--- src/rtl/aggr_pkg.sv ---
package aggr_pkg;
  localparam int REG_STRIDE = 4;

  localparam int IDX_STATUS   = 0;
  localparam int IDX_EN_SET   = 1;
  localparam int IDX_EN_CLR   = 2;
  localparam int IDX_MASK_SET = 3;
  localparam int IDX_MASK_CLR = 4;

  typedef enum logic [1:0] {
    RSEL_NONE   = 2'd0,
    RSEL_STATUS = 2'd1,
    RSEL_ENABLE = 2'd2,
    RSEL_MASK   = 2'd3
  } rsel_e;

  typedef struct packed {
    logic status;
    logic en_set;
    logic en_clr;
    logic mask_set;
    logic mask_clr;
  } wstrb_t;
endpackage

--- src/rtl/aggr_rst_sync.sv ---
module aggr_rst_sync (
  input  logic clk_i,
  input  logic rst_ni,
  output logic rst_sync_no
);
  logic [1:0] sync_q;

  always_ff @(posedge clk_i or negedge rst_ni) begin
    if (!rst_ni) sync_q <= '0;
    else         sync_q <= {sync_q[0], 1'b1};
  end

  assign rst_sync_no = sync_q[1];
endmodule

--- src/rtl/aggr_decode.sv ---
module aggr_decode
  import aggr_pkg::*;
#(
  parameter int ADDR_W = 5
) (
  input  logic              valid_i,
  input  logic              write_i,
  input  logic [ADDR_W-1:0] addr_i,
  output wstrb_t            wstrb_o,
  output logic              rd_o,
  output rsel_e             rsel_o
);
  localparam int IDX_W = ADDR_W - 2;

  logic [IDX_W-1:0] idx;
  logic             aligned;

  assign idx     = addr_i[ADDR_W-1:2];
  assign aligned = (addr_i[1:0] == 2'b00);

  always_comb begin
    wstrb_o = '0;
    rsel_o  = RSEL_NONE;
    rd_o    = valid_i && !write_i;
    if (valid_i && aligned) begin
      case (idx)
        IDX_W'(IDX_STATUS):   begin wstrb_o.status   = write_i; rsel_o = RSEL_STATUS; end
        IDX_W'(IDX_EN_SET):   begin wstrb_o.en_set   = write_i; rsel_o = RSEL_ENABLE; end
        IDX_W'(IDX_EN_CLR):   wstrb_o.en_clr   = write_i;
        IDX_W'(IDX_MASK_SET): begin wstrb_o.mask_set = write_i; rsel_o = RSEL_MASK; end
        IDX_W'(IDX_MASK_CLR): wstrb_o.mask_clr = write_i;
        default: ;
      endcase
    end
  end
endmodule

--- src/rtl/aggr_setclr_reg.sv ---
module aggr_setclr_reg #(
  parameter int W = 16
) (
  input  logic         clk_i,
  input  logic         rst_ni,
  input  logic         set_i,
  input  logic         clr_i,
  input  logic [W-1:0] bits_i,
  output logic [W-1:0] state_o,
  output logic [W-1:0] state_next_o
);
  logic [W-1:0] state_q, state_d;
  logic         state_ce;

  always_comb begin
    state_d = state_q;
    if (set_i) state_d = state_d | bits_i;
    if (clr_i) state_d = state_d & ~bits_i;
  end

  assign state_ce = set_i || clr_i;

  always_ff @(posedge clk_i or negedge rst_ni) begin
    if (!rst_ni)       state_q <= '0;
    else if (state_ce) state_q <= state_d;
  end

  assign state_o      = state_q;
  assign state_next_o = state_d;
endmodule

--- src/rtl/aggr_pending.sv ---
module aggr_pending #(
  parameter int W = 16
) (
  input  logic         clk_i,
  input  logic         rst_ni,
  input  logic [W-1:0] src_i,
  input  logic [W-1:0] enable_i,
  input  logic         ack_i,
  input  logic [W-1:0] ack_bits_i,
  output logic [W-1:0] pend_o,
  output logic [W-1:0] pend_next_o
);
  logic [W-1:0] pend_q, pend_d, ack_vec;
  logic         pend_ce;

  always_comb begin
    ack_vec = ack_i ? ack_bits_i : '0;
    // a live enabled source overrides its own acknowledge
    pend_d  = (pend_q & ~ack_vec) | (src_i & enable_i);
  end

  assign pend_ce = (pend_d != pend_q);

  always_ff @(posedge clk_i or negedge rst_ni) begin
    if (!rst_ni)      pend_q <= '0;
    else if (pend_ce) pend_q <= pend_d;
  end

  assign pend_o      = pend_q;
  assign pend_next_o = pend_d;
endmodule

--- src/rtl/aggr_irq_top.sv ---
module aggr_irq_top
  import aggr_pkg::*;
#(
  parameter int NUM_SRC = 16,
  parameter int DATA_W  = 16,
  parameter int ADDR_W  = 5
) (
  input  logic              clk_i,
  input  logic              rst_ni,
  input  logic              bus_valid_i,
  input  logic              bus_write_i,
  input  logic [ADDR_W-1:0] bus_addr_i,
  input  logic [DATA_W-1:0] bus_wdata_i,
  output logic [DATA_W-1:0] bus_rdata_o,
  input  logic [NUM_SRC-1:0] src_i,
  output logic              irq_o
);
  logic               rst_n;
  wstrb_t             wstrb;
  logic               rd;
  rsel_e              rsel;
  logic [NUM_SRC-1:0] wbits;
  logic [NUM_SRC-1:0] en_q, en_d, mask_q, mask_d, pend_q, pend_d;
  logic [NUM_SRC-1:0] rd_src;
  logic [DATA_W-1:0]  rdata_q, rdata_d;
  logic               irq_q, irq_d;

  assign wbits = bus_wdata_i[NUM_SRC-1:0];

  aggr_rst_sync u_rst (
    .clk_i      (clk_i),
    .rst_ni     (rst_ni),
    .rst_sync_no(rst_n)
  );

  aggr_decode #(.ADDR_W(ADDR_W)) u_dec (
    .valid_i(bus_valid_i),
    .write_i(bus_write_i),
    .addr_i (bus_addr_i),
    .wstrb_o(wstrb),
    .rd_o   (rd),
    .rsel_o (rsel)
  );

  aggr_setclr_reg #(.W(NUM_SRC)) u_enable (
    .clk_i       (clk_i),
    .rst_ni      (rst_n),
    .set_i       (wstrb.en_set),
    .clr_i       (wstrb.en_clr),
    .bits_i      (wbits),
    .state_o     (en_q),
    .state_next_o(en_d)
  );

  aggr_setclr_reg #(.W(NUM_SRC)) u_mask (
    .clk_i       (clk_i),
    .rst_ni      (rst_n),
    .set_i       (wstrb.mask_set),
    .clr_i       (wstrb.mask_clr),
    .bits_i      (wbits),
    .state_o     (mask_q),
    .state_next_o(mask_d)
  );

  aggr_pending #(.W(NUM_SRC)) u_pend (
    .clk_i      (clk_i),
    .rst_ni     (rst_n),
    .src_i      (src_i),
    .enable_i   (en_q),
    .ack_i      (wstrb.status),
    .ack_bits_i (wbits),
    .pend_o     (pend_q),
    .pend_next_o(pend_d)
  );

  // read path
  always_comb begin
    case (rsel)
      RSEL_STATUS: rd_src = pend_q;
      RSEL_ENABLE: rd_src = en_q;
      RSEL_MASK:   rd_src = mask_q;
      default:     rd_src = '0;
    endcase
    rdata_d = '0;
    rdata_d[NUM_SRC-1:0] = rd_src;
  end

  always_ff @(posedge clk_i or negedge rst_n) begin
    if (!rst_n)  rdata_q <= '0;
    else if (rd) rdata_q <= rdata_d;
  end

  // output line from the state the edge produces
  assign irq_d = |(pend_d & mask_d);

  always_ff @(posedge clk_i or negedge rst_n) begin
    if (!rst_n) irq_q <= 1'b0;
    else        irq_q <= irq_d;
  end

  assign bus_rdata_o = rdata_q;
  assign irq_o       = irq_q;
endmodule

--- config.mk ---
export PLATFORM = sky130hd
export DESIGN_NAME = aggr_irq_top
export DESIGN_NICKNAME = d
export VERILOG_FILES = /design/src/rtl/aggr_pkg.sv /design/src/rtl/aggr_rst_sync.sv /design/src/rtl/aggr_decode.sv /design/src/rtl/aggr_setclr_reg.sv /design/src/rtl/aggr_pending.sv /design/src/rtl/aggr_irq_top.sv
export SDC_FILE = /design/constraint.sdc
export NUM_CORES = 1
export LEC_CHECK = 0
export CAP_MARGIN = 20
export CORE_MARGIN = 3
export CORE_UTILIZATION = 31
export DETAILED_ROUTE_END_ITERATION = 10
export DONT_BUFFER_PORTS = 1
export PLACE_DENSITY = 0.57
export SKIP_CTS_REPAIR_TIMING = 1
export SLEW_MARGIN = 20
export SYNTH_ARGS = -nofsm -noshare
export SYNTH_HDL_FRONTEND = slang
export SYNTH_SLANG_ARGS = --single-unit
--- constraint.sdc ---
create_clock -name clk_i -period 4.62 [get_ports clk_i]
set_input_delay 0.693 -clock clk_i [delete_from_list [all_inputs] [get_ports clk_i]]
set_output_delay 0.693 -clock clk_i [all_outputs]
set_load 0.01 [all_outputs]
==> results of run 1 <==
[area by class of cell]
class                           count  area share (%)
Timing Repair Buffer                5            1.06
Clock buffer                       10            3.90
Clock inverter                      6            1.84
Multi-Input combinational cell    205            39.4
Sequential cell                    67            47.6
Inverter                           14            1.49
Tap cell                          133            4.72
[critical path: stages]
cell and delay [ns]:
and4bb_1 0.78, and3_1 0.91, a221oi_1 0.22, a2111oi_1 0.49
nand4_1 0.17
[per-layer routing]
metal	track usage, %	vias up
li1	-	1163
met1	21.8	1318
met2	26.9	90
met3	4.84	11
met4	5.77	0
met5	0	-
[power groups by stage]
stage,clock (W),combinational [W],sequential [W]
floorplan,0,0.000184,0.000727
global placement,0,0.000223,0.000734
detailed placement,0,0.000226,0.000736
CTS,0.000508,0.000227,0.000724
global route,0.000531,0.000258,0.000735
finish,0.000499,0.000225,0.000726
[cell families after synthesis]
kind of cell	after synthesis	synth area share, %
other	1	0.115
buffers and inverters	38	5.92
DFF	67	51.5
muxes	16	5.53
and+or+nand+nor	60	8.76
AOI/OAI and AO/OA	128	28.2
[synthesized netlist by cell type (2+ instances only)]
cell / instances
dfrtp_1: 67
nand2_1: 44
buf_6: 5
buf_4: 2
buf_2: 4
a21oi_1: 48
clkbuf_1: 11
a2111oi_1: 4
nand4b_1: 3
a41oi_1: 16
mux2_2: 16
o41ai_1: 7
a221oi_1: 12
o41ai_2: 7
nand2b_1: 2
a22o_1: 2
inv_1: 14
a22oi_1: 16
o21ai_0: 16
buf_1: 2
[stage by stage]
| stage | std cells | total power (W) |
|---|---|---|
| after floorplan | 310 | 0.000911 |
| after global routing | 440 | 0.00152 |
| after global placement | 424 | 0.000956 |
| after CTS | 440 | 0.00146 |
| after detailed placement | 424 | 0.000962 |
| final | 440 | 0.00145 |
[path summary, 6_finish.rpt]
path,to,cells after the start
setup / recovery,irq_o,5
hold / removal,u_rst.sync_q[1],0
setup reg to reg,irq_o,4
hold reg to reg,u_rst.sync_q[1],0
max in group asynchronous,bus_rdata_o[13],1
min in group clk_i,u_rst.sync_q[1],0
==> flow_summary.toml, run 1 <==
[run_status]
status = "finished clean"

[sta]
fin_crit_ns = 3.08
setup_viol = 0
timing.fmax_ghz = 0.325
slew_headroom_pct = 36.3
hold_viol = 0
skew_ns = 0.0124
period_share_pct = 66.6
setup_slack_ns = 1.54
worst_slew_pin_slew_ns = 0.955
rsz0062_at_grt = "no"
final_max_slew_viol_count = 0
whs_ns = 0.0360
final.setup.tns_ns = 0

[power]
intPower_w = 0.00104
p_leak_nw = 1.46
vdd_drop_max_mv = 0.129
clockPowerShare_pct = 34.4
p_comb_share_pct = 15.5
power_frac_seq_pct = 50.1
switching_power_w = 0.000410
switching_share_pct = 28.3
p_per_area_nw_per_um2 = 411

[detailed_routing]
vias_per_cell = 5.87
ant_nets = 0
topRoutingLayerUsed = "met4"
initialDrtViolationCount = 123
first_pass_iters = 4
drc = 0
wl_per_cell_um = 21.3
dr_wl_met3_um = 729
routed_wl_mm = 9.39
route.vias.total = 2582
wl_met1_mm = 3.94
met2_length_mm = 4.61

[synthesis]
synth_area_leader_cell = "dfrtp_1"
synthArstFlopShare_pct = 100
synth_nets = 351
yosys.area.top_type_share_pct = 51.5
yosys_warnings = 0
ys.flop_type = "dfrtp_1"
synth.cell_area_um2 = 3260
synth_area_leaders = "dfrtp_1, a21oi_1, mux2_2, nand2_1, a41oi_1"
yosys.cell_types.count = 32
ys_seq_area_share_pct = 51.5
synth_edf_count = 0
yosys_register_bits = 67
syn_area_per_cell_um2 = 10.5
synth_cells = 310

[placement]
io_buffers = 0
pre_cts_ws_ns = 1.25
postPlaceCellArea_um2 = 3320
place_hpwl_mm = 6.35
gp_congestion = 0.844

[die]
die-area_um2 = 11800
fp.dieW_um = 109
start_util_pct = 32.6
coreArea_um2 = 10000
ios = 58
core.rowCount = 36
die_h_um = 109

[final_layout]
nNetsFinal = 343
fin_area_um2 = 3530
final-seq-area_um2 = 1680
layout_common_cells = "dfrtp_1, a21oi_1, nand2_1"
drive_above_1_share_pct = 15.6
fillCellCount = 1047
final_core_util_pct = 35.3
syn_to_final_growth_pct = 8.30
final_common_cell = "dfrtp_1"
num_antenna_cells = 0
multi_input_area_um2 = 1390

[job]
maxCapViolations = 0

[cts]
clockBufferDepth = 2
htree_levels = 3
clock_latency_ns = 0.35
cts_root_buf = "clkbuf_8"
numCtsBuffers = 9
cts_tree = "yes"
cts.sinks = 67
clkSlewWorstSetupHoldPaths_ns = 0.08

[worst_setup_path]
arrival_ns = 3.27
rrSetupSlack_ns = 3.10
cp-startpoint = "bus_addr_i[0]"
regToRegStartpoint = "u_mask.state_o[8]"
crit_type = "input pin to flip-flop"
cp_max_fo = 28
cp-end-kind = "flip-flop"
critPathRequiredTime_ns = 4.81
worstSetupStartpointType = "input pin"

[global_route]
grt_overflow = 0
grt_max_degree = 66
grt.total_usage_pct = 16.8
grt_pass1_vias = 2737
antenna_found_initial = 0
grt_pass1_wl_mm = 15.3

[worst_hold_path]
hold_class = "input pin to async pin"
No activity file was read; power rests on OpenSTA's default activity.
==> run 2: changes to the inputs <==
==> constraint.sdc (replaced) <==
create_clock -name clk_i -period 3 [get_ports clk_i]
set_input_delay 0.45 -clock clk_i [delete_from_list [all_inputs] [get_ports clk_i]]
set_output_delay 0.45 -clock clk_i [all_outputs]
set_load 0.01 [all_outputs]
==> flow_summary.toml, run 2 (synthesized netlist as in run 1, its figures left out) <==
[run_status]
status = "finished clean"

[worst_setup_path]
cp_slowest_stage_delay_ns = 0.51
path_depth = 5
arrival_ns = 2.20
critPathTopFamily = "compound AO/OA/AOI/OAI gates"
worstPathBufferInverterCount = 0
critPathRequiredTime_ns = 3.20
cp_cell_sequence = "or2_1 -> o41ai_1 -> a221oi_1 -> a2111oi_1 -> nand4_1"
r2r_cells = 4
cp_max_fo = 36
cp-end-kind = "flip-flop"
crit_type = "input pin to flip-flop"
slowest_stage = "a2111oi_1"
worstSetupStartpointType = "input pin"

[sta]
slew_headroom_pct = 49.0
skew_ns = 0.00682
setup_viol = 0
final_max_slew_viol_count = 0
rsz0062_at_grt = "no"
worst_slew_pin_slew_ns = 0.765
whs_ns = 0.188
period_share_pct = 66.8
timing.fmax_ghz = 0.499
setup_slack_ns = 0.996
hold_viol = 0
fin_crit_ns = 2.00
final.setup.tns_ns = 0

[power]
p_per_area_nw_per_um2 = 595
p_leak_nw = 1.48
vdd_drop_max_mv = 0.242

[job]
maxCapViolations = 0

[cts]
cts_root_buf = "clkbuf_8"
clockBufferDepth = 2
cts_tree = "yes"
clkSlewWorstSetupHoldPaths_ns = 0.07
cts.sinks = 67
clock_latency_ns = 0.34
numCtsBuffers = 9
htree_levels = 3

[worst_hold_path]
hold_path_depth = 1
hold_class = "input pin to flip-flop"

[detailed_routing]
drc = 0
ant_nets = 0
initialDrtViolationCount = 187
wl_per_cell_um = 20.8
routed_wl_mm = 9.25
route.vias.total = 2524
first_pass_iters = 4
vias_per_cell = 5.67

[die]
start_util_pct = 32.6
core.rowCount = 36
coreArea_um2 = 10000
die-area_um2 = 11800
die_h_um = 109
ios = 58
fp.dieW_um = 109

[final_layout]
final_common_cell = "dfrtp_1"
multi_input_area_um2 = 1390
num_antenna_cells = 0
syn_to_final_growth_pct = 8.76
final_core_util_pct = 35.4
fin_area_um2 = 3540
fillCellCount = 1046
nNetsFinal = 349
drive_above_1_share_pct = 15.7
final-seq-area_um2 = 1680
layout_common_cells = "dfrtp_1, a21oi_1, nand2_1"

[placement]
io_buffers = 0
gp_congestion = 0.799
pre_cts_ws_ns = 0.664
place_hpwl_mm = 6.23
postPlaceCellArea_um2 = 3370

[global_route]
grt_pass1_wl_mm = 14.7
grt_pass1_vias = 2727
grt_overflow = 0
antenna_found_initial = 0
grt.total_usage_pct = 16.5
grt_max_degree = 66
==> run 2: layout make-up <==
class / count / share of cell area [%]
Clock buffer: 12 / 4.10
Clock inverter: 3 / 0.424
Inverter: 14 / 1.48
Multi-Input combinational cell: 205 / 39.2
Sequential cell: 67 / 47.4
Tap cell: 133 / 4.70
Timing Repair Buffer: 11 / 2.76
==> run 2: worst paths after layout <==
check                              startpoint           endpoint  slack, ns
setup / recovery                bus_addr_i[2]              irq_o        1.0
hold / removal                 bus_wdata_i[0]          flip-flop       0.19
setup reg to reg           u_mask.state_o[12]              irq_o       1.53
hold reg to reg               u_rst.sync_q[1]  u_pend.pend_o[15]       0.29
max in group asynchronous     u_rst.sync_q[1]          async pin       2.43
min in group asynchronous     u_rst.sync_q[1]  u_pend.pend_o[15]       0.29
==> run 2: layer usage <==
metal	vias to the layer above	global-route usage (%)	routed length, um
met5	-	0	0
met4	0	5.14	104
met3	9	5.25	662
met2	71	27.1	4520
met1	1272	20.7	3960
li1	1172	-	-
==> run 2: report_power, final <==
part | switching, W | internal (W)
sequential | 0.0000876 | 0.00103
clock | 0.000327 | 0.000314
combinational | 0.000179 | 0.000168
==> run 2: per-stage QoR <==
step | std cells | power, W
floorplan | 310 | 0.00140
global placement | 429 | 0.00147
detailed placement | 429 | 0.00148
CTS | 444 | 0.00212
global route | 445 | 0.00222
finish | 445 | 0.00211
